`src/rtl/cfe_pkg.sv`:
```
package cfe_pkg;

  // Strobes from the control path to the datapath.
  typedef struct packed {
    logic load;   // take a new conversion this edge
    logic clear;  // synchronous clear of the result register
  } cfe_strobe_t;

endpackage

```
`src/rtl/cfe_lead_one.sv`:
```
// Priority search over the count bits above the linear range.
// Returns the right-shift amount: 0 when none of those bits is set,
// otherwise (position of highest set bit within the upper field) + 1.
module cfe_lead_one #(
  parameter int HI_W    = 15,
  parameter int SHIFT_W = 4
) (
  input  logic [HI_W-1:0]    upperBits,
  output logic [SHIFT_W-1:0] shiftAmt
);

  always_comb begin
    shiftAmt = '0;
    for (int i = 0; i < HI_W; i++) begin
      if (upperBits[i]) shiftAmt = SHIFT_W'(i + 1);
    end
  end

endmodule

```
`src/rtl/cfe_shifter.sv`:
```
// Logarithmic right shifter: one stage per bit of the shift amount.
module cfe_shifter #(
  parameter int IN_W    = 27,
  parameter int MANT_W  = 12,
  parameter int SHIFT_W = 4
) (
  input  logic [IN_W-1:0]    value,
  input  logic [SHIFT_W-1:0] shiftAmt,
  output logic [MANT_W-1:0]  mantissa
);

  logic [IN_W-1:0] stage [SHIFT_W+1];

  assign stage[0] = value;

  for (genvar g = 0; g < SHIFT_W; g++) begin : g_stage
    localparam int STEP = 1 << g;
    assign stage[g+1] = shiftAmt[g] ? (stage[g] >> STEP) : stage[g];
  end

  assign mantissa = stage[SHIFT_W][MANT_W-1:0];

endmodule

```
`src/rtl/cfe_ctrl.sv`:
```
// Samples the calculate strobe, detects its low-to-high transition,
// and produces the load/clear strobes plus the valid pulse.
module cfe_ctrl
  import cfe_pkg::*;
(
  input  logic        clk,
  input  logic        rst,
  input  logic        calcStrobe,
  output cfe_strobe_t ctl,
  output logic        floatValid
);

  logic calcPrev;
  logic calcEdge;

  assign calcEdge  = calcStrobe & ~calcPrev;
  assign ctl.load  = calcEdge;
  assign ctl.clear = rst;

  always_ff @(posedge clk) begin
    if (rst) begin
      calcPrev   <= 1'b0;
      floatValid <= 1'b0;
    end else begin
      calcPrev   <= calcStrobe;
      floatValid <= calcEdge;
    end
  end

endmodule

```
`src/rtl/cfe_datapath.sv`:
```
// Leading-one search, barrel shift and result register.
module cfe_datapath
  import cfe_pkg::*;
#(
  parameter int IN_W   = 27,
  parameter int MANT_W = 12,
  parameter int EXP_W  = 4
) (
  input  logic                    clk,
  input  cfe_strobe_t             ctl,
  input  logic [IN_W-1:0]         countIn,
  output logic [EXP_W+MANT_W-1:0] floatOut
);

  localparam int HI_W    = IN_W - MANT_W;
  localparam int SHIFT_W = $clog2(HI_W + 1);
  localparam int OUT_W   = EXP_W + MANT_W;

  logic [SHIFT_W-1:0] shiftAmt;
  logic [MANT_W-1:0]  mantissa;
  logic [OUT_W-1:0]   packedWord;

  cfe_lead_one #(
    .HI_W    (HI_W),
    .SHIFT_W (SHIFT_W)
  ) u_lead (
    .upperBits (countIn[IN_W-1:MANT_W]),
    .shiftAmt  (shiftAmt)
  );

  cfe_shifter #(
    .IN_W    (IN_W),
    .MANT_W  (MANT_W),
    .SHIFT_W (SHIFT_W)
  ) u_shift (
    .value    (countIn),
    .shiftAmt (shiftAmt),
    .mantissa (mantissa)
  );

  assign packedWord = {EXP_W'(shiftAmt), mantissa};

  always_ff @(posedge clk) begin
    if (ctl.clear)     floatOut <= '0;
    else if (ctl.load) floatOut <= packedWord;
  end

endmodule

```
`src/rtl/cnt_float_enc.sv`:
```
// Counter-to-float compression encoder, top level.
module cnt_float_enc
  import cfe_pkg::*;
#(
  parameter int IN_W   = 27,
  parameter int MANT_W = 12,
  parameter int EXP_W  = 4
) (
  input  logic                    clk,
  input  logic                    rst,
  input  logic                    calcStrobe,
  input  logic [IN_W-1:0]         countIn,
  output logic [EXP_W+MANT_W-1:0] floatOut,
  output logic                    floatValid
);

  cfe_strobe_t ctl;

  cfe_ctrl u_ctrl (
    .clk        (clk),
    .rst        (rst),
    .calcStrobe (calcStrobe),
    .ctl        (ctl),
    .floatValid (floatValid)
  );

  cfe_datapath #(
    .IN_W   (IN_W),
    .MANT_W (MANT_W),
    .EXP_W  (EXP_W)
  ) u_dp (
    .clk      (clk),
    .ctl      (ctl),
    .countIn  (countIn),
    .floatOut (floatOut)
  );

endmodule

```
`config.mk`:
```
export PLATFORM = sky130hd
export DESIGN_NAME = cnt_float_enc
export DESIGN_NICKNAME = d
export VERILOG_FILES = /design/src/rtl/cfe_pkg.sv /design/src/rtl/cfe_lead_one.sv /design/src/rtl/cfe_shifter.sv /design/src/rtl/cfe_ctrl.sv /design/src/rtl/cfe_datapath.sv /design/src/rtl/cnt_float_enc.sv
export SDC_FILE = /design/constraint.sdc
export NUM_CORES = 1
export LEC_CHECK = 0
export ABC_AREA = 1
export BUFFER_PORTS_ARGS = -buffer_cell sky130_fd_sc_hd__buf_4
export CORE_UTILIZATION = 54
export DETAILED_ROUTE_END_ITERATION = 10
export GPL_ROUTABILITY_DRIVEN = 0
export GPL_TIMING_DRIVEN = 1
export HOLD_SLACK_MARGIN = 0.06
export PLACE_DENSITY = 0.9
export SLEW_MARGIN = 0
export SYNTH_ARGS = -nofsm -noshare
export SYNTH_HDL_FRONTEND = slang
export SYNTH_SLANG_ARGS = --single-unit
export TNS_END_PERCENT = 10
```
`constraint.sdc`:
```
create_clock -name clk -period 2.1 [get_ports clk]
set_input_delay 0.21 -clock clk [delete_from_list [all_inputs] [get_ports clk]]
set_output_delay 0.21 -clock clk [all_outputs]
set_load 0.02 [all_outputs]
```
# == Word level (Yosys, flattened, before mapping) ==
# Cells that the tools add are included.
# word_totals
input_bits,30
elab_cells,24
register_bits,18
output_inout_bits,17
# op_classes
n_mux,19
bitwise,2
# op_table
cell,count
two-way mux 4 bit,14
two-way mux 26 bit,1
two-way mux 24 bit,1
two-way mux 20 bit,1
two-way mux 12 bit,1
AND 1 bit,1
two-way mux 1 bit,1
NOT 1 bit,1

# == Logic depth before layout (Yosys ltp) ==
# logic_depth
depth_word,19
mapped_depth,23
ltp_nobuf,23

# == Modules after synthesis ==
# A second synthesis with hierarchy kept.
# hier_totals
hier_cells,368
area_unflattened_um2,2103.3
# by_module_without_submodules
module,instances,seq_area_each_um2,area_per_inst_um2,cells_each
cfe_shifter,1,0.0,1184.9,216
cfe_datapath,1,320.3,670.6,101
cfe_lead_one,1,0.0,167.7,41
cfe_ctrl,1,40.0,80.1,10

# == Worst setup path before layout ==
# No wires, ideal clock.
# synth_path
kind,input port to flip-flop
from,in countIn[13]
to,reg u_dp.floatOut[4]
n_path_buf,1
cell_stages,23
t_arrival_ps,1552
path_slack_ps,440
t_required_ps,1991
setup_time_ps,109
cell_sequence,inv_1 > nand2_1 > nand2_1 > nand2_1 > nand2_1 > nand2_1 > nand2_1 > nand2_1 > nand2_1 > nand2_1 > nand2_1 > nand2_2 > nand2_4 > nand2_8 > buf_12 > nand2_2 > nand3_1 > nand2_1 > nand2_1 > nand3_1 > nand3_1 > nand2_1 > inv_1
# synth_between
elab_chain_len,18
# synth_rtl
element,line,source
start: declaration,cnt_float_enc.sv:12,"input logic [IN_W-1:0] countIn,"
two-way mux 4 bit (14 in a row),cfe_lead_one.sv:15,if (upperBits[i]) shiftAmt = SHIFT_W'(i + 1);
two-way mux 26 bit,cfe_shifter.sv:18,assign stage[g+1] = shiftAmt[g] ? (stage[g] >> STEP) : stage[g];
two-way mux 24 bit (*),cfe_shifter.sv:18,
two-way mux 20 bit (*),cfe_shifter.sv:18,
two-way mux 12 bit (*),cfe_shifter.sv:18,
end signal: assignment,cfe_datapath.sv:45,else if (ctl.load) floatOut <= packedWord;
end: declaration,cfe_datapath.sv:12,output logic [EXP_W+MANT_W-1:0] floatOut
# Mark *: on every way between the ends. The rest lies on a longest branch, timed or not.
# A chain may end at the register's enable or synchronous reset.

# == Worst setup path after layout ==
# layout_path
from,in countIn[13]
to,reg u_dp.floatOut[3]
# The elaborated chain is that of the path after synthesis.

==> metrics.txt <==
antenna violations before repair=0; Critical Path, Cell by Cell=buf_4 -> inv_1 -> nand2_1 -> nand2_1 -> nand2_1 -> nand2_1 -> nand2_1 -> nand2_1 -> nand2_1 -> nand2_1 -> nand2_1 -> nand2_1 -> nand2_2 -> nand2_4 -> buf_4 -> nand3_1 -> nand3_1 -> nand3_1 -> nand3_1 -> nand3_1 -> nand2_1 -> inv_1; Port Buffer Count=46; max_cap viols=0; Worst Clk Skew=~7.1 ps; core box area=3150 um2; Worst Path Required=2300 ps; global-route wire length before repair=roughly 8600 um; Placed Cells=416; Via density=5.66; most frequent cells in the layout=nand3_1 (111), nand2_1 (88), buf_4 (51); num rows=20; cell mode on critical path=nand2_1; # clock sinks=18; Slew Viols, Final=0; Crit path largest cell delay=around 210 ps; total grt overflow=0; vias in the first global route=2,040; setup bufs post-CTS=0; crit path DAT=around 2000 ps; Root Driver=clkbuf_4; Die ar.=3670 um2; Post-CTS Resized=0; hold_buf cts=0; worst skew pair latency=290 ps; Worst-Margin Slew=519 ps; Synth Instances=335; final hold violation count=0; Residual DRC=0; critical path fanouts, max=17; Synth Cell Area=between 1500 and 2000 um2; wire per inst=between 10 and 15 um; DRT antenna net count=0; nets@finish=407; H-tree levels=1; Area growth syn-to-layout=23.3%; final setup violation count=0; min cycle time layout=1780 ps; maximum vdd drop=383 uV; IO Count=47; FF-to-FF End=u_dp.floatOut[2]; CTS clk-pin slew, worst paths=100 ps; count of cell types in the netlist=27; share of cells above drive strength 1=19.7%; Slowest-stage cell, CP=buf_4; R2R Setup Slk=550 ps; first-pass iteration count of the detailed router=6; Seq/Total Area, Yosys=19.5%; ant diodes=0; post-route clock period utilization=84.6%; initial DRC count=313; initial core utilization=58.7%; crit path to=u_dp.floatOut[3]; Total Routing Usage GR=30.2%; final std cells w/o fill=420; highest clock rate=563 MHz; post-DP HPWL=4030 um; largest net degree at the start of global routing=29; flops & latches, synth=18; Inserted Clock Buffers=3; Vias=2,378; die height=60.5 um; TNS Setup=0 ps; kind of start point of the critical path=input port; Power per Cell Area=around 470 nW/um2; worst-case clock buffer depth=2; WS Path Type=in -> reg; Syn. warnings=0; die width=~61 um; most common cell after layout, fill and taps aside=nand3_1; syn avg cell area=5.52 um2; Critical Path Start=countIn[13]; HP Class=in -> reg; Synth Net Count=365; final WL=5190 um; Reg2Reg Depth=7; TritonCTS clock tree=built; FF-to-FF Start=u_ctrl.calcPrev; run status=finished clean; P_leak=1.27 nW; crit end category=register; Max-slew headroom=65.3%; unrepaired setup endpoints after global routing=false
[Yosys cell counts (all sizes together)]
cell / instances / area (um2)
o211ai: 4 / 30.0
o21ai: 8 / 43.8
nor2: 21 / 78.8
a31oi: 1 / 12.5
a21oi: 5 / 25.0
nand2: 96 / 399
nor4: 1 / 6.26
buf: 7 / 65.1
a211o: 1 / 8.76
dfxtp: 18 / 360
nand3: 114 / 586
clkinv: 1 / 3.75
clkbuf: 10 / 37.5
nor3: 2 / 15.0
inv: 45 / 169
mux2i: 1 / 10.0
[worst max-delay path, delay by kind of cell]
| family | cells | cell delay (ps) |
|---|---|---|
| buffers and inverters | 4 | 450 |
| AND/OR/NAND/NOR | 18 | 1320 |
[state kept, by name, summed over array words and instances (netlist names)]
| register | flops |
|---|---|
| u_dp.floatOut | 16 |
| u_ctrl.calcPrev | 1 |
| u_ctrl.floatValid | 1 |
[metal layers]
| layer | track usage (%) | up-vias | routed length [um] |
|---|---|---|---|
| li1 | - | 1170 | - |
| met1 | 38.1 | 1051 | 2170 |
| met2 | 51.3 | 139 | 2460 |
| met3 | 5.54 | 18 | 412 |
| met4 | 11.0 | 0 | 156 |
| met5 | 0 | - | 0 |
[cells by family after synthesis]
group                  synth area share [%]
buffers and inverters                  14.9
AND/OR/NAND/NOR                        58.6
AO/OA/AOI/OAI                          6.49
flip-flops                             19.5
multiplexers                          0.541
[metrics by stage]
step	total power, mW	hold WS, ps	util, %	setup slack [ps]	area (um2)
2_1_floorplan	0.706	335	-	440	1850
3_3_place_gp	0.852	426	71.2	110	2250
3_5_place_dp	0.860	432	71.2	41.0	2250
4_1_cts	1.07	133	72.4	350	2280
5_1_grt	1.14	137	72.4	34.2	2280
6_report	1.07	130	72.4	324	2280
[worst min-delay path by stage]
stage,startpoint,to,slack [ps],cells after the start
finish,calcStrobe,u_ctrl.calcPrev,130,3
CTS,calcStrobe,u_ctrl.calcPrev,130,3
global placement,calcStrobe,u_ctrl.calcPrev,430,3
global route,calcStrobe,u_ctrl.calcPrev,140,3
detailed placement,calcStrobe,u_ctrl.calcPrev,430,3
floorplan,calcStrobe,u_ctrl.calcPrev,330,2
[where the power goes]
group	internal [mW]	total (mW)	switching [mW]
clock network	0.106	0.208	0.102
registers	0.369	0.384	0.0150
logic	0.189	0.476	0.288
total	0.663	1.07	0.405
[final cells by class]
class,count,area [um2]
Fill cell,299,871
Clock buffer,4,36.3
Inverter,46,173
Sequential cell,18,360
Timing Repair Buffer,54,443
Tap cell,44,55.1
Multi-Input combinational cell,254,1210
(Power assumes the default switching activity.)
